--- config.mk ---
export PLATFORM = sky130hd
export DESIGN_NAME = pcsamp_unit
export DESIGN_NICKNAME = d
export VERILOG_FILES = /design/src/rtl/pcsamp_pkg.sv /design/src/rtl/pcsamp_capture.sv /design/src/rtl/pcsamp_shadow.sv /design/src/rtl/pcsamp_rdport.sv /design/src/rtl/pcsamp_unit.sv
export SDC_FILE = /design/constraint.sdc
export NUM_CORES = 1
export LEC_CHECK = 0
export ABC_CLOCK_PERIOD_IN_PS = 5600
export BUFFER_PORTS_ARGS = -buffer_cell sky130_fd_sc_hd__buf_2
export CORE_AREA = 2 2 107 109
export DETAILED_ROUTE_END_ITERATION = 12
export DIE_AREA = 0 0 109 111
export PLACE_DENSITY = 0.84
export SYNTH_ARGS = -nofsm -noshare
export SYNTH_HDL_FRONTEND = slang
export SYNTH_HIERARCHICAL = 1
export SYNTH_SLANG_ARGS = --single-unit
--- constraint.sdc ---
create_clock -name clk -period 5.6 [get_ports clk]
set_clock_uncertainty 0.15 [all_clocks]
set_input_delay 0.56 -clock clk [delete_from_list [all_inputs] [get_ports clk]]
set_output_delay 0.56 -clock clk [all_outputs]
set_load 0.01 [all_outputs]
--- src/rtl/pcsamp_pkg.sv ---
package pcsamp_pkg;
  localparam int PC_W   = 64;
  localparam int WORD_W = 32;
  localparam int HI_W   = PC_W - WORD_W;
  localparam int ADDR_TAIL_W = 24;

  typedef struct packed {
    logic            ns;
    logic [1:0]      el;
    logic [HI_W-1:0] hi;
  } ctx_t;

  localparam logic [WORD_W-1:0] SENTINEL = '1;

  function automatic logic [WORD_W-1:0] fmt_high(input logic fmt, input logic hyp,
                                                 input ctx_t c);
    logic [WORD_W-1:0] w;
    if (fmt) w = {c.ns, c.el, {(WORD_W-3-ADDR_TAIL_W){1'b0}}, c.hi[ADDR_TAIL_W-1:0]};
    else if (hyp) w = c.hi;
    else w = '0;
    return w;
  endfunction
endpackage

--- src/rtl/pcsamp_capture.sv ---
module pcsamp_capture
  import pcsamp_pkg::*;
(
  input  logic            clk,
  input  logic            rst_n,
  input  logic            br_ret,
  input  logic            blocked,
  input  logic            lo_take,
  input  logic [PC_W-1:0] pc_in,
  input  logic            ns_in,
  input  logic [1:0]      el_in,
  output logic [PC_W-1:0] cap_pc,
  output logic            cap_ns,
  output logic [1:0]      cap_el,
  output logic            cap_valid
);
  logic do_capture;
  assign do_capture = br_ret && !blocked;

  always_ff @(posedge clk) begin
    if (!rst_n) begin
      cap_pc    <= '0;
      cap_ns    <= 1'b0;
      cap_el    <= 2'b00;
      cap_valid <= 1'b0;
    end else if (blocked) begin
      cap_valid <= 1'b0;
    end else if (do_capture) begin
      cap_pc    <= pc_in;
      cap_ns    <= ns_in;
      cap_el    <= el_in;
      cap_valid <= 1'b1;
    end else if (lo_take) begin
      cap_valid <= 1'b0;
    end
  end

  a_r4_capture_loads: assert property (@(posedge clk) disable iff (!rst_n)
    br_ret && !blocked |=> cap_valid && cap_pc == $past(pc_in) && cap_el == $past(el_in));
  a_r4_blocked_clears: assert property (@(posedge clk) disable iff (!rst_n)
    blocked |=> !cap_valid);
  a_r5_take_clears: assert property (@(posedge clk) disable iff (!rst_n)
    lo_take && !br_ret && !blocked |=> !cap_valid);
  a_r7_new_kept: assert property (@(posedge clk) disable iff (!rst_n)
    lo_take && br_ret && !blocked |=> cap_valid);
endmodule

--- src/rtl/pcsamp_shadow.sv ---
module pcsamp_shadow
  import pcsamp_pkg::*;
(
  input  logic clk,
  input  logic rst_n,
  input  logic sh_load,
  input  logic sh_clear,
  input  ctx_t src,
  output ctx_t shadow
);
  always_ff @(posedge clk) begin
    if (!rst_n)        shadow <= '0;
    else if (sh_load)  shadow <= src;
    else if (sh_clear) shadow <= '0;
  end

  a_r6_clear_zero: assert property (@(posedge clk) disable iff (!rst_n)
    sh_clear && !sh_load |=> shadow == '0);
  a_r5_load_copies: assert property (@(posedge clk) disable iff (!rst_n)
    sh_load |=> shadow.hi == $past(src.hi) && shadow.ns == $past(src.ns));
endmodule

--- src/rtl/pcsamp_rdport.sv ---
module pcsamp_rdport
  import pcsamp_pkg::*;
#(
  parameter int ADDR_W = 12,
  parameter logic [ADDR_W-1:0] LO_OFS = 12'h0A0,
  parameter logic [ADDR_W-1:0] HI_OFS = 12'h0AC
) (
  input  logic              clk,
  input  logic              rst_n,
  input  logic              rd_en,
  input  logic              rd_mmio,
  input  logic [ADDR_W-1:0] rd_addr,
  input  logic              dbl_lock,
  input  logic              core_powered,
  input  logic              os_lock,
  input  logic              sw_lock,
  input  logic              blocked,
  input  logic              fmt_sel,
  input  logic              hyp_present,
  input  logic [WORD_W-1:0] cap_lo,
  input  logic              cap_valid,
  input  ctx_t              shadow,
  output logic              lo_take,
  output logic              sh_load,
  output logic              sh_clear,
  output logic              rsp_valid,
  output logic              rsp_err,
  output logic [WORD_W-1:0] rsp_data,
  output logic              rsp_stale
);
  logic access_err, hit_lo, hit_hi, side_ok;
  logic [WORD_W-1:0] nxt_data;
  logic nxt_stale;

  assign access_err = dbl_lock || !core_powered || os_lock;
  assign hit_lo     = rd_en && !access_err && rd_addr == LO_OFS;
  assign hit_hi     = rd_en && !access_err && rd_addr == HI_OFS;
  assign side_ok    = !(rd_mmio && sw_lock);
  assign lo_take    = hit_lo && side_ok && !blocked;
  assign sh_load    = lo_take && cap_valid;
  assign sh_clear   = hit_lo && side_ok && (blocked || !cap_valid);

  always_comb begin
    nxt_data  = '0;
    nxt_stale = 1'b0;
    if (hit_lo) begin
      if (blocked) nxt_data = SENTINEL;
      else begin
        nxt_data  = cap_lo;
        nxt_stale = !cap_valid;
      end
    end else if (hit_hi) begin
      nxt_data = fmt_high(fmt_sel, hyp_present, shadow);
    end
  end

  always_ff @(posedge clk) begin
    if (!rst_n) begin
      rsp_valid <= 1'b0;
      rsp_err   <= 1'b0;
      rsp_data  <= '0;
      rsp_stale <= 1'b0;
    end else begin
      rsp_valid <= rd_en;
      rsp_err   <= rd_en && access_err;
      rsp_data  <= nxt_data;
      rsp_stale <= nxt_stale;
    end
  end

  a_r1_one_target: assert property (@(posedge clk) disable iff (!rst_n)
    $onehot0({hit_lo, hit_hi}));
  a_r2_error_resp: assert property (@(posedge clk) disable iff (!rst_n)
    rd_en && access_err |=> rsp_err && rsp_data == '0 && rsp_valid);
  a_r2_no_side: assert property (@(posedge clk) disable iff (!rst_n)
    access_err |-> !lo_take && !sh_load && !sh_clear);
  a_r3_sentinel: assert property (@(posedge clk) disable iff (!rst_n)
    hit_lo && blocked |=> rsp_data == SENTINEL && !rsp_stale);
  a_r6_stale_flag: assert property (@(posedge clk) disable iff (!rst_n)
    hit_lo && !blocked && !cap_valid |=> rsp_stale);
  a_r8_lock_holds: assert property (@(posedge clk) disable iff (!rst_n)
    rd_mmio && sw_lock |-> !lo_take && !sh_load && !sh_clear);
endmodule

--- src/rtl/pcsamp_unit.sv ---
module pcsamp_unit
  import pcsamp_pkg::*;
#(
  parameter int ADDR_W = 12,
  parameter logic [ADDR_W-1:0] LO_OFS = 12'h0A0,
  parameter logic [ADDR_W-1:0] HI_OFS = 12'h0AC
) (
  input  logic              clk,
  input  logic              rst_n,
  input  logic [63:0]       pc_in,
  input  logic              ns_in,
  input  logic [1:0]        el_in,
  input  logic              br_retired,
  input  logic              dbg_halted,
  input  logic              prof_prohibit,
  input  logic              dbl_lock,
  input  logic              core_powered,
  input  logic              os_lock,
  input  logic              sw_lock,
  input  logic              hyp_present,
  input  logic              fmt_sel,
  input  logic              rd_en,
  input  logic              rd_mmio,
  input  logic [ADDR_W-1:0] rd_addr,
  output logic              rsp_valid,
  output logic              rsp_err,
  output logic [31:0]       rsp_data,
  output logic              rsp_stale
);
  logic            blocked, lo_take, sh_load, sh_clear;
  logic [PC_W-1:0] cap_pc;
  logic            cap_ns, cap_valid;
  logic [1:0]      cap_el;
  ctx_t            cap_ctx, shadow;

  assign blocked = dbg_halted || prof_prohibit;
  assign cap_ctx = '{ns: cap_ns, el: cap_el, hi: cap_pc[PC_W-1:WORD_W]};

  pcsamp_capture u_cap (
    .clk(clk), .rst_n(rst_n), .br_ret(br_retired), .blocked(blocked),
    .lo_take(lo_take), .pc_in(pc_in), .ns_in(ns_in), .el_in(el_in),
    .cap_pc(cap_pc), .cap_ns(cap_ns), .cap_el(cap_el), .cap_valid(cap_valid)
  );

  pcsamp_shadow u_sh (
    .clk(clk), .rst_n(rst_n), .sh_load(sh_load), .sh_clear(sh_clear),
    .src(cap_ctx), .shadow(shadow)
  );

  pcsamp_rdport #(.ADDR_W(ADDR_W), .LO_OFS(LO_OFS), .HI_OFS(HI_OFS)) u_rd (
    .clk(clk), .rst_n(rst_n), .rd_en(rd_en), .rd_mmio(rd_mmio), .rd_addr(rd_addr),
    .dbl_lock(dbl_lock), .core_powered(core_powered), .os_lock(os_lock),
    .sw_lock(sw_lock), .blocked(blocked), .fmt_sel(fmt_sel), .hyp_present(hyp_present),
    .cap_lo(cap_pc[WORD_W-1:0]), .cap_valid(cap_valid), .shadow(shadow),
    .lo_take(lo_take), .sh_load(sh_load), .sh_clear(sh_clear),
    .rsp_valid(rsp_valid), .rsp_err(rsp_err), .rsp_data(rsp_data), .rsp_stale(rsp_stale)
  );

  a_r8_lock_stable: assert property (@(posedge clk) disable iff (!rst_n)
    rd_en && rd_mmio && sw_lock |=> $stable(shadow));
  a_r5_fresh_no_stale: assert property (@(posedge clk) disable iff (!rst_n)
    sh_load |=> !rsp_stale && rsp_data == $past(cap_pc[WORD_W-1:0]));
endmodule

; Yosys cells after proc, flatten, opt, wreduce, memory -nomap -nowiden
; Index checks and enable logic that the tools add are counted.
[totals]
regBits = 138
rom_bits = 0
output_inout_bits = 35
latchBits = 0
in_bits = 92
ram_bits = 0
wordCells = 49
n_memories = 0
[classes]
mul = 0
eq_ne = 2
magnitude_cmp = 0
bitwise_logic = 3
div = 0
shift = 0
mux = 9
reduce_logical = 24
addsub = 0
[ops]
columns = op, n
row1 = 2-to-1 mux 32 bit, 5
row2 = 2-to-1 mux 35 bit, 2
row3 = == test 12 x 8 -> 1 bit (second input constant), 2
row4 = logical AND 1 bit, 10
row5 = logical NOT 1 bit, 5
row6 = logical OR 1 bit, 4
row7 = nonzero test 2 bit, 2
row8 = inverter 1 bit, 3
row9 = OR reduction 3 bit, 1
row10 = 2-to-1 mux 1 bit, 2
row11 = AND reduction 2 bit, 1
row12 = OR reduction 2 bit, 1

; Logic depth before layout (Yosys ltp)
; Gate-level depths: netlist (run 1).
[depth]
word_depth = 10
depth_mapped = 8
depth_no_buf = 5

; Hierarchy
; The synthesis (run 1) kept the hierarchy.
[modules_own_cells]
columns = module, seq_area_each_um2, instances, cells_per_inst, area_each_um2
row1 = pcsamp_capture, 1361.3, 1, 296, 2718.9
row2 = pcsamp_shadow, 700.7, 1, 155, 1681.6
row3 = pcsamp_rdport, 700.7, 1, 169, 1458.9
row4 = pcsamp_unit, 0.0, 1, 1, 6.3

; Worst setup path before layout (run 1)
; OpenSTA, ideal clock, no wires.
[synth_timing]
kind = input-to-reg
start = in prof_prohibit
end = reg u_sh/shadow[10] (netlist name)
required_ns = 5.383
slack_ns = 3.106
path_buffers = 4
path_stages = 8
t_arrival_ns = 2.277
setup_ns = 0.067
path_cell_list = or2_1 -> clkbuf_1 -> clkbuf_1 -> nor4_1 -> buf_6 -> buf_8 -> nand3_2 -> o21ai_2
[synth_between]
elab_chain_cells = 5
elab_cells_between_ends = 8
classes_between = mux (1) / reduce/logical (7)
[synth_lines]
columns = element, line_no
row1 = start: declaration, pcsamp_unit.sv:15  ; input logic prof_prohibit,
row2 = logical OR 1 bit *, pcsamp_unit.sv:36  ; assign blocked = dbg_halted || prof_prohibit;
row3 = logical NOT 1 bit *, pcsamp_rdport.sv:39  ; assign lo_take = hit_lo && side_ok && !blocked;
row4 = logical AND 1 bit *, pcsamp_rdport.sv:39
row5 = logical AND 1 bit *, pcsamp_rdport.sv:40  ; assign sh_load = lo_take && cap_valid;
row6 = via sh_load, pcsamp_unit.sv:30  ; logic blocked, lo_take, sh_load, sh_clear;
row7 = 2-to-1 mux 35 bit or nonzero test 2 bit (tied branches), --
; Mark *: on every way through the listed nets, which the timed path passes. The rest lies on a longest branch.
; A chain may end at the register's enable or synchronous reset.

; Final worst setup path (run 1)
[layout_timing]
start = in rd_addr[2]
end = reg u_sh/shadow[31] (netlist name)
[layout_between]
elab_chain_cells = 6
elab_cells_between_ends = 8
classes_between = eq/ne (1) / mux (1) / reduce/logical (6)
[layout_lines]
columns = element, line_no
row1 = start: declaration, pcsamp_unit.sv:24  ; input logic [ADDR_W-1:0] rd_addr,
row2 = == test 12 x 8 -> 1 bit *, pcsamp_rdport.sv:36  ; assign hit_lo = rd_en && !access_err && rd_addr == LO_OFS;
row3 = logical AND 1 bit *, pcsamp_rdport.sv:36
row4 = logical AND 1 bit * (2 in series), pcsamp_rdport.sv:39
row5 = logical AND 1 bit *, pcsamp_rdport.sv:40
row6 = via sh_load, pcsamp_unit.sv:30
row7 = 2-to-1 mux 35 bit or nonzero test 2 bit (tied branches), --
; Marks and branches as above.

==> impl_metrics.json, run 1 <==
{
  "drtPass1Iterations": 5,
  "r2r_slack_ns": 3.71,
  "synth_cell_types": 35,
  "hp-class": "in -> reg",
  "grt_max_degree": 99,
  "dp_hpwl_um": 8780,
  "coreArea_sq_um": 11100,
  "power.share.clock": 0.508,
  "viasPerCell": 5.31,
  "yosysSeqAreaShare": 0.471,
  "cp.required_ns": 5.72,
  "diodes": 0,
  "start_util": 0.530,
  "fin_crit_ns": 3.01,
  "dpl_cell_area_sq_um": 6370,
  "top_usage_layer": "met2",
  "drcViolationCount": 0,
  "power_frac_comb": 0.056,
  "antenna_found_initial": 0,
  "yosys.area.top_type_share": 0.471,
  "holdPathStages": 3,
  "grtUsageTotal": 0.233,
  "p_seq_frac": 0.436,
  "final_common_cell": "nand2_1",
  "r2r_cells": 5,
  "syn_inst": 621,
  "grt_use_met3": 0.0688,
  "min_to": "u_cap/cap_pc[61]$_SDFFE_PN0P_",
  "setup_tns_ns": 0,
  "grt-ovfl-total": 0,
  "path_class": "in -> reg",
  "grt_pass1_wl_um": 21600,
  "slew_violations": 0,
  "async_flop_share": 0,
  "hold_viol_final": 0,
  "ys.flop_type": "dfxtp_1",
  "power_leakage_nw": 2.70,
  "synth-edff-count": 0,
  "hp-start": "pc_in[61]",
  "cts_hold_buf": 0,
  "crit_arrival_ns": 3.13,
  "max_slew.worst_pin.slew_ns": 1.20,
  "drt_iter0_drc": 273,
  "clkSlewWorstSetupHoldPaths_ns": 0.05,
  "synth_largest_area_cell": "dfxtp_1",
  "root_buffer": "clkbuf_16",
  "total_power_mw": 2.32,
  "rsz0062_at_grt": "no",
  "p_switching_mw": 0.494,
  "std_cell_rows": 39,
  "cts_htree_levels": 4,
  "hold_ws_ns": 0.235,
  "cts_resized": 0,
  "syn_area_sq_um": 5870,
  "fp.dieH_um": 111,
  "place.gp.congestion": 0.849,
  "yosys-top-cells-area": "dfxtp_1 (47%), mux2i_1 (11%), nand2_1 (11%)",
  "clock_latency_ns": 0.42,
  "drv_cap": 0,
  "die_area_sq_um": 12100,
  "avgRoutedWirePerCell_um": 15.5,
  "worstReg2RegEnd": "u_sh/shadow[31]$_SDFFE_PN0P_",
  "fill_cells": 887,
  "p_int_mw": 1.82,
  "clock-sinks": 138,
  "finalCritPeriodShare": 0.538,
  "grt_util_met1": 0.260,
  "fin_cells": 875,
  "max_freq_mhz": 332,
  "power.density_nw_per_um2": 332,
  "final_antenna_net_count": 0,
  "cts_tree": "built",
  "end_kind": "register",
  "timing.rr.start": "u_cap/cap_valid$_SDFFE_PP0P_",
  "nets": 813,
  "netSwitchingFraction": 0.213,
  "cp_max_fo": 70,
  "report.final.setup_viol": 0,
  "synth_warnings": 6,
  "grt_pass1_vias": 4592,
  "cts_buffers": 17,
  "start_kind": "input pin",
  "io_buffers": 126,
  "syn_nets": 713,
  "slew_headroom": 0.196,
  "synth_seq_cells": 138,
  "met2_usage": 0.411,
  "vias": 4650,
  "syn_to_final_growth_pct": 19.1,
  "status": "completed",
  "die_w_um": 109,
  "vdd_drop_max_v": 0.000257,
  "place_inst": 845,
  "ios": 127,
  "cts_buffer_depth": 2,
  "wl_um": 13500,
  "fin_area_sq_um": 6990,
  "final_cell_mix": "nand2_1 (169), dfxtp_1 (138), buf_2 (125)",
  "drive_gt1_frac": 0.327,
  "synth.avg_cell_area_sq_um": 9.45,
  "postCtsSetupBuffers": 0
}
==> worst max path at each step <==
stage             startpoint                      endpoint  slack, ns  depth (start not counted)
6_report          rd_addr[2]  u_sh/shadow[31]$_SDFFE_PN0P_       2.59                          7
5_1_grt           rd_addr[2]  u_sh/shadow[33]$_SDFFE_PN0P_       2.40                          7
4_1_cts           rd_addr[2]  u_sh/shadow[34]$_SDFFE_PN0P_       2.71                          7
3_5_place_dp      rd_addr[2]  u_sh/shadow[31]$_SDFFE_PN0P_       2.32                          7
3_3_place_gp      rd_addr[2]  u_sh/shadow[30]$_SDFFE_PN0P_       2.43                          7
2_1_floorplan  prof_prohibit  u_sh/shadow[10]$_SDFFE_PN0P_       3.11                          8
==> power by group through the flow <==
stage / combinational, mW / sequential (mW) / clock [mW]
floorplan: 0.0865 / 1.03 / 0
global placement: 0.125 / 1.03 / 0
detailed placement: 0.128 / 1.03 / 0
CTS: 0.130 / 1.01 / 1.19
global route: 0.144 / 1.01 / 1.23
finish: 0.130 / 1.01 / 1.18
==> critical path, cell delays in order <==
cell and delay, ns:
buf_2 0.13, nor2_2 0.87, nand3_1 0.37, nor4_2 0.25
buf_4 0.63, nand2b_1 0.20, o21ai_0 0.09
==> cell usage after synthesis (7+ instances only) <==
cell type  count
nand2_1      169
dfxtp_1      138
mux2i_1       67
o21ai_0       37
nand2b_1      35
nand3_2       30
o21ai_2       30
a21oi_1       19
buf_2         13
clkbuf_1      13
buf_6         12
a21oi_2       10
buf_4          8
nand3_1        7
==> layer usage <==
metal | share of wire | wire, um | vias to the layer above
li1 | - | - | 2277
met1 | 0.39 | 5310 | 2171
met2 | 0.52 | 6980 | 168
met3 | 0.063 | 850 | 34
met4 | 0.028 | 381 | 0
met5 | 0 | 0 | -
==> cell type report <==
type	instances	area [sq um]	area share
Inverter	2	7.51	0.00107
Multi-Input combinational cell	431	2750	0.393
Tap cell	143	179	0.0256
Timing Repair Buffer	131	674	0.0965
Clock buffer	22	474	0.0679
Sequential cell	138	2760	0.395
Clock inverter	8	143	0.0204
==> metrics by stage <==
step                utilization  setup WS (ns)
floorplan                     -           3.11
global placement          0.575           2.43
detailed placement        0.575           2.32
CTS                       0.631           2.71
global route              0.631           2.40
finish                    0.631           2.59
==> sequential cells by signal, indices dropped and copies added, names as in the netlist <==
name	flops
u_cap/cap_valid	1
u_rd/rsp_stale	1
u_rd/rsp_err	1
u_cap/cap_pc	64
u_cap/cap_ns	1
u_cap/cap_el	2
u_sh/shadow	35
u_rd/rsp_valid	1
u_rd/rsp_data	32
==> kinds of logic after synthesis <==
kind of cell,synth area share
AOI/OAI and AO/OA,0.115
buffers and inverters,0.0625
DFF,0.471
muxes,0.114
and+or+nand+nor,0.237
No activity file was read; power rests on OpenSTA's default activity.
==> run 2, diff against run 1 <==
--- a/config.mk
+++ b/config.mk
@@ -5,12 +5,12 @@
 export SDC_FILE = /design/constraint.sdc
 export NUM_CORES = 1
 export LEC_CHECK = 0
-export ABC_CLOCK_PERIOD_IN_PS = 5600
+export ABC_CLOCK_PERIOD_IN_PS = 2500
 export BUFFER_PORTS_ARGS = -buffer_cell sky130_fd_sc_hd__buf_2
-export CORE_AREA = 2 2 107 109
+export CORE_AREA = 2 2 113 115
 export DETAILED_ROUTE_END_ITERATION = 12
-export DIE_AREA = 0 0 109 111
-export PLACE_DENSITY = 0.84
+export DIE_AREA = 0 0 115 117
+export PLACE_DENSITY = 0.8
 export SYNTH_ARGS = -nofsm -noshare
 export SYNTH_HDL_FRONTEND = slang
 export SYNTH_HIERARCHICAL = 1
==> constraint.sdc (replaced) <==
create_clock -name clk -period 2.5 [get_ports clk]
set_clock_uncertainty 0.15 [all_clocks]
set_input_delay 0.25 -clock clk [delete_from_list [all_inputs] [get_ports clk]]
set_output_delay 0.25 -clock clk [all_outputs]
set_load 0.01 [all_outputs]
==> impl_metrics.json, run 2 (synthesis results as in run 1) <==
{
  "cp.required_ns": 2.64,
  "start_util": 0.476,
  "setup_tns_ns": 0,
  "hp-class": "in -> reg",
  "antenna_found_initial": 0,
  "ios": 127,
  "top_usage_layer": "met2",
  "end_kind": "register",
  "die_area_sq_um": 13500,
  "report.final.setup_viol": 0,
  "crit_arrival_ns": 2.43,
  "grt_util_met1": 0.250,
  "cts_buffers": 17,
  "wl_um": 14400,
  "dp_hpwl_um": 8410,
  "drv_cap": 0,
  "power_frac_comb": 0.073,
  "drt_iter0_drc": 338,
  "vdd_drop_max_v": 0.000513,
  "p_switching_mw": 1.17,
  "path_class": "in -> reg",
  "io_buffers": 126,
  "final_cell_mix": "nand2_1 (169), dfxtp_1 (138), buf_2 (125)",
  "std_cell_rows": 41,
  "coreArea_sq_um": 12300,
  "avgRoutedWirePerCell_um": 15.0,
  "power_leakage_nw": 3.06,
  "slew_violations": 0,
  "cts_tree": "built",
  "vias": 4948,
  "final_common_cell": "nand2_1",
  "clkSlewWorstSetupHoldPaths_ns": 0.06,
  "dpl_cell_area_sq_um": 6460,
  "drtPass1Iterations": 6,
  "cts_resized": 0,
  "fin_area_sq_um": 7860,
  "layout.area.seq_sq_um": 2760,
  "hold_viol_final": 0,
  "netSwitchingFraction": 0.214,
  "root_buffer": "clkbuf_16",
  "drcViolationCount": 0,
  "viasPerCell": 5.14,
  "cp_max_fo": 70,
  "grt_pass1_wl_um": 22900,
  "power.share.clock": 0.512,
  "postCtsSetupBuffers": 0,
  "slew_headroom": 0.580,
  "finalCritPeriodShare": 0.918,
  "start_kind": "input pin",
  "power.density_nw_per_um2": 693,
  "multi_input_comb_area_sq_um": 2750,
  "largest_reg_flops": 64,
  "grt_max_degree": 130,
  "max_freq_mhz": 436,
  "p_seq_frac": 0.415,
  "p_int_mw": 4.28,
  "die_w_um": 115,
  "hold_ws_ns": 0.0383,
  "final_antenna_net_count": 0,
  "cts_htree_levels": 4,
  "top_regs": "u_cap/cap_pc (64), u_sh/shadow (35), u_rd/rsp_data (32)",
  "diodes": 0,
  "met2_usage": 0.387,
  "fin_crit_ns": 2.29,
  "fp.dieH_um": 117,
  "grtUsageTotal": 0.221,
  "drive_gt1_frac": 0.305,
  "syn_to_final_growth_pct": 33.9,
  "status": "completed",
  "place.gp.congestion": 0.803,
  "clock-sinks": 138,
  "fill_cells": 975,
  "total_power_mw": 5.45,
  "largest_register": "u_cap/cap_pc",
  "grt_pass1_vias": 4894,
  "cts_hold_buf": 73,
  "rsz0062_at_grt": "no",
  "cts_buffer_depth": 2,
  "max_slew.worst_pin.slew_ns": 0.631,
  "grt-ovfl-total": 0,
  "grt_use_met3": 0.0675,
  "clock_latency_ns": 0.42,
  "nets": 891
}
## run 2: cell types whose count changed in the layout (fill, tap and decap cells not counted), sizes merged
| cell | before | now |
|---|---|---|
| clkinv | 3 | 5 |
| dlygate4sd3 | 0 | 73 |
| clkinvlp | 1 | 2 |
| clkbuf | 22 | 20 |
| buf | 131 | 136 |
| bufinv | 4 | 5 |
## run 2: power by group through the flow
stage | logic [mW] | clock network [mW] | registers, mW
after CTS | 0.393 | 2.82 | 2.26
after floorplan | 0.194 | 0 | 2.30
after global placement | 0.300 | 0 | 2.31
final | 0.396 | 2.79 | 2.26
after detailed placement | 0.303 | 0 | 2.31
after global routing | 0.433 | 2.90 | 2.27
## run 2: metrics by stage
step           worst slack [ns]  utilization  instances
2_1_floorplan             0.316            -        621
3_3_place_gp              0.389        0.525        857
3_5_place_dp              0.353        0.525        857
4_1_cts                   0.232        0.638        962
5_1_grt                  0.0847        0.638        962
6_report                  0.206        0.638        962
## run 2: final timing paths
kind | cells after the start | endpoint | from | slack (ns)
max | 8 | u_sh/shadow[34]$_SDFFE_PN0P_ | rd_addr[0] | 0.21
min | 3 | u_rd/rsp_data[31]$_SDFF_PN0_ | rd_addr[2] | 0.04
max reg2reg | 5 | u_sh/shadow[34]$_SDFFE_PN0P_ | u_cap/cap_valid$_SDFFE_PP0P_ | 0.83
min reg2reg | 2 | u_cap/cap_pc[30]$_SDFFE_PN0P_ | u_cap/cap_pc[30]$_SDFFE_PN0P_ | 0.30
## run 2: final cells by class
cell class,count,area share
Sequential cell,138,0.352
Timing Repair Buffer,209,0.190
Clock inverter,12,0.0247
Clock buffer,20,0.0594
Inverter,2,0.000956
Tap cell,150,0.0239
Multi-Input combinational cell,431,0.349
## run 2: worst max-delay path, stage by stage
cell and delay [ns]:
dlygate4sd3_1 0.53, buf_2 0.13, nor4b_4 0.34, nand3_1 0.19
nor4_2 0.35, buf_12 0.33, nand2b_1 0.17, o21ai_0 0.09
## run 2: per-layer routing
layer | vias to the layer above | wire (um) | share of wire
met5 | - | 0 | 0
met4 | 0 | 337 | 0.023
met3 | 22 | 771 | 0.053
met2 | 169 | 7290 | 0.51
met1 | 2327 | 6030 | 0.42
li1 | 2430 | - | -
==> run 3, diff against run 2 <==
--- a/config.mk
+++ b/config.mk
@@ -7,10 +7,11 @@
 export LEC_CHECK = 0
 export ABC_CLOCK_PERIOD_IN_PS = 2500
 export BUFFER_PORTS_ARGS = -buffer_cell sky130_fd_sc_hd__buf_2
-export CORE_AREA = 2 2 113 115
+export CORE_AREA = 2 2 111 113
+export CTS_BUF_LIST = sky130_fd_sc_hd__clkbuf_2
 export DETAILED_ROUTE_END_ITERATION = 12
-export DIE_AREA = 0 0 115 117
-export PLACE_DENSITY = 0.8
+export DIE_AREA = 0 0 113 115
+export PLACE_DENSITY = 0.82
 export SYNTH_ARGS = -nofsm -noshare
 export SYNTH_HDL_FRONTEND = slang
 export SYNTH_HIERARCHICAL = 1
==> impl_metrics.json, run 3 <==
{
  "status": "stopped before the end",
  "haltStage": "clock tree synthesis (4_1_cts)",
  "tool.error": "[ERROR RSZ-0060] Max buffer count reached.",
  "yosys.area.top_type_share": 0.471,
  "synth_seq_cells": 138,
  "synth_cell_types": 35,
  "cts_htree_levels": 4,
  "start_util": 0.497,
  "synth_largest_area_cell": "dfxtp_1",
  "fp.dieH_um": 115,
  "cts_buffers": 17,
  "cts_resized": 0,
  "std_cell_rows": 40,
  "postCtsSetupBuffers": 0,
  "yosysSeqAreaShare": 0.471,
  "synth_warnings": 6,
  "dp_hpwl_um": 9300,
  "synth.avg_cell_area_sq_um": 9.45,
  "async_flop_share": 0,
  "cts_buffer_depth": 2,
  "die_w_um": 113,
  "ys.flop_type": "dfxtp_1",
  "yosys-top-cells-area": "dfxtp_1 (47%), mux2i_1 (11%), nand2_1 (11%)",
  "synth-edff-count": 0,
  "cts_hold_buf": 179,
  "syn_area_sq_um": 5870,
  "io_buffers": 126,
  "ios": 127,
  "yosysMostFrequentCell": "nand2_1",
  "place.gp.congestion": 0.826,
  "clock-sinks": 138,
  "synth_common_cells": "nand2_1 (169), dfxtp_1 (138), mux2i_1 (67)",
  "syn_nets": 713,
  "syn_inst": 621,
  "root_buffer": "clkbuf_2"
}
## run 3: logic make-up after synthesis
family,after synthesis,share of synthesized area
buf+inv,52,0.0625
simple gates,263,0.237
mux,67,0.114
flops,138,0.471
compound gates,101,0.115
## run 3: through the flow
step	hold slack, ns	cell area, sq um	setup slack, ns	util	instances
detailed placement	0.293	6440	0.343	0.545	853
global placement	0.288	6440	0.422	0.545	853
floorplan	0.226	5870	0.316	-	621
==> run 4, diff against run 3 <==
--- a/config.mk
+++ b/config.mk
@@ -5,13 +5,12 @@
 export SDC_FILE = /design/constraint.sdc
 export NUM_CORES = 1
 export LEC_CHECK = 0
-export ABC_CLOCK_PERIOD_IN_PS = 2500
+export ABC_CLOCK_PERIOD_IN_PS = 3250
 export BUFFER_PORTS_ARGS = -buffer_cell sky130_fd_sc_hd__buf_2
-export CORE_AREA = 2 2 111 113
-export CTS_BUF_LIST = sky130_fd_sc_hd__clkbuf_2
+export CORE_AREA = 2 2 125 127
 export DETAILED_ROUTE_END_ITERATION = 12
-export DIE_AREA = 0 0 113 115
-export PLACE_DENSITY = 0.82
+export DIE_AREA = 0 0 127 129
+export PLACE_DENSITY_LB_ADDON = 0.15
 export SYNTH_ARGS = -nofsm -noshare
 export SYNTH_HDL_FRONTEND = slang
 export SYNTH_HIERARCHICAL = 1
==> constraint.sdc (replaced) <==
create_clock -name clk -period 3.25 [get_ports clk]
set_clock_uncertainty 0.15 [all_clocks]
set_input_delay 0.325 -clock clk [delete_from_list [all_inputs] [get_ports clk]]
set_output_delay 0.325 -clock clk [all_outputs]
set_load 0.01 [all_outputs]
==> impl_metrics.json, run 4 (synthesis results as in run 1) <==
{
  "status": "completed",
  "grt_pass1_vias": 4633,
  "root_buffer": "clkbuf_16",
  "slew_headroom": 0.377,
  "vdd_drop_max_v": 0.000383,
  "cp_max_fo": 70,
  "wl_um": 14000,
  "wl_met2_um": 6940,
  "crit_chain": "dlygate4sd3_1, buf_2, nor4b_4, nand3_1, nor4_2, buf_12, nand2b_1, o21ai_0",
  "wl_met3_um": 554,
  "die_area_sq_um": 16400,
  "syn_to_final_growth_pct": 21.4,
  "grt_pass1_wl_um": 22600,
  "power_leakage_nw": 2.73,
  "diodes": 0,
  "cp.required_ns": 3.37,
  "fin_crit_ns": 2.35,
  "drive_gt1_frac": 0.315,
  "met1_length_um": 6290,
  "rsz0062_at_grt": "no",
  "die_w_um": 127,
  "drcViolationCount": 0,
  "cts_buffer_depth": 2,
  "grt-ovfl-total": 0,
  "clock-sinks": 138,
  "antenna_found_initial": 0,
  "max_freq_mhz": 426,
  "final_cell_mix": "nand2_1 (169), dfxtp_1 (138), buf_2 (125)",
  "hold_viol_final": 0,
  "cp_slowest_stage_delay_ns": 0.53,
  "ios": 127,
  "clkSlewWorstSetupHoldPaths_ns": 0.06,
  "cts_htree_levels": 4,
  "end_kind": "register",
  "post-place-ws_ns": 0.888,
  "io_buffers": 126,
  "largest_register": "u_cap/cap_pc",
  "power.density_nw_per_um2": 518,
  "coreArea_sq_um": 15000,
  "netSwitchingFraction": 0.221,
  "viasPerCell": 4.89,
  "grt_max_degree": 86,
  "top_regs": "u_cap/cap_pc (64), u_sh/shadow (35), u_rd/rsp_data (32)",
  "setup_tns_ns": 0,
  "fin_cells": 938,
  "fin_area_sq_um": 7120,
  "finalCritPeriodShare": 0.722,
  "final_common_cell": "nand2_1",
  "final_antenna_net_count": 0,
  "p_seq_frac": 0.472,
  "report.final.setup_viol": 0,
  "crit_arrival_ns": 2.46,
  "power_frac_comb": 0.065,
  "cp_slowest_cell": "dlygate4sd3_1",
  "place_inst": 892,
  "hp-class": "in -> reg",
  "cts_resized": 0,
  "max_slew.worst_pin.slew_ns": 0.934,
  "clock_latency_ns": 0.41,
  "cts_tree": "built",
  "dpl_cell_area_sq_um": 6450,
  "cts_buffers": 17,
  "avgRoutedWirePerCell_um": 15.0,
  "path_class": "in -> reg",
  "power.share.clock": 0.463,
  "place.gp.congestion": 0.783,
  "largest_reg_flops": 64,
  "slew_violations": 0,
  "drt_iter0_drc": 205,
  "p_int_mw": 2.88,
  "p_switching_mw": 0.816,
  "fp.dieH_um": 129,
  "vias": 4589,
  "start_kind": "input pin",
  "dp_hpwl_um": 9210,
  "start_util": 0.392,
  "nets": 830,
  "std_cell_rows": 45,
  "hold_ws_ns": 0.0118,
  "top_layer_used": "met4",
  "drtPass1Iterations": 4,
  "grtUsageTotal": 0.177,
  "fin_ws_ns": 0.904,
  "drv_cap": 0
}
## run 4: final timing paths
| path | cells past startpoint | slack (ns) | end | startpoint |
|---|---|---|---|---|
| setup reg to reg | 5 | 1.56 | u_sh/shadow[32]$_SDFFE_PN0P_ | u_cap/cap_valid$_SDFFE_PP0P_ |
| setup / recovery | 8 | 0.90 | u_sh/shadow[32]$_SDFFE_PN0P_ | rd_en |
| hold reg to reg | 2 | 0.30 | u_cap/cap_pc[8]$_SDFFE_PN0P_ | u_cap/cap_pc[8]$_SDFFE_PN0P_ |
| hold / removal | 3 | 0.01 | u_cap/cap_pc[18]$_SDFFE_PN0P_ | pc_in[18] |
## run 4: metrics by stage
stage / total power, mW / utilization
2_1_floorplan: 1.92 / -
3_3_place_gp: 2.00 / 0.431
3_5_place_dp: 2.01 / 0.431
4_1_cts: 3.74 / 0.476
5_1_grt: 3.84 / 0.476
6_report: 3.69 / 0.476
## run 4: worst max-delay path, delay by kind of cell
kind	cells	cell delay, ns
AOI/OAI and AO/OA	1	0.08
buffers and inverters	3	0.97
and+or+nand+nor	4	1.05
## run 4: cell type report
type,instances,area [sq um]
Fill cell,1480,7850
Sequential cell,138,2760
Multi-Input combinational cell,431,2750
Timing Repair Buffer,148,852
Clock buffer,29,510
Tap cell,188,235
Clock inverter,2,10.0
Inverter,2,7.51
## run 4: timing repair
item | 4_1_cts | 5_1_grt
buffers inserted | 0 | 0
endpoints found under the hold margin | 15 | 0
hold buffers | 15 | 0
## run 4: layer usage
layer | GRT usage | up-vias
li1 | - | 2320
met1 | 0.207 | 2132
met2 | 0.311 | 119
met3 | 0.0503 | 18
met4 | 0.0614 | 0
met5 | 0 | -
## run 4: power groups by stage
stage | Clock, mW | Sequential, mW | Combinational [mW]
final | 1.71 | 1.74 | 0.242
after floorplan | 0 | 1.77 | 0.149
after CTS | 1.75 | 1.74 | 0.246
after global placement | 0 | 1.78 | 0.228
after global routing | 1.83 | 1.74 | 0.268
after detailed placement | 0 | 1.78 | 0.232
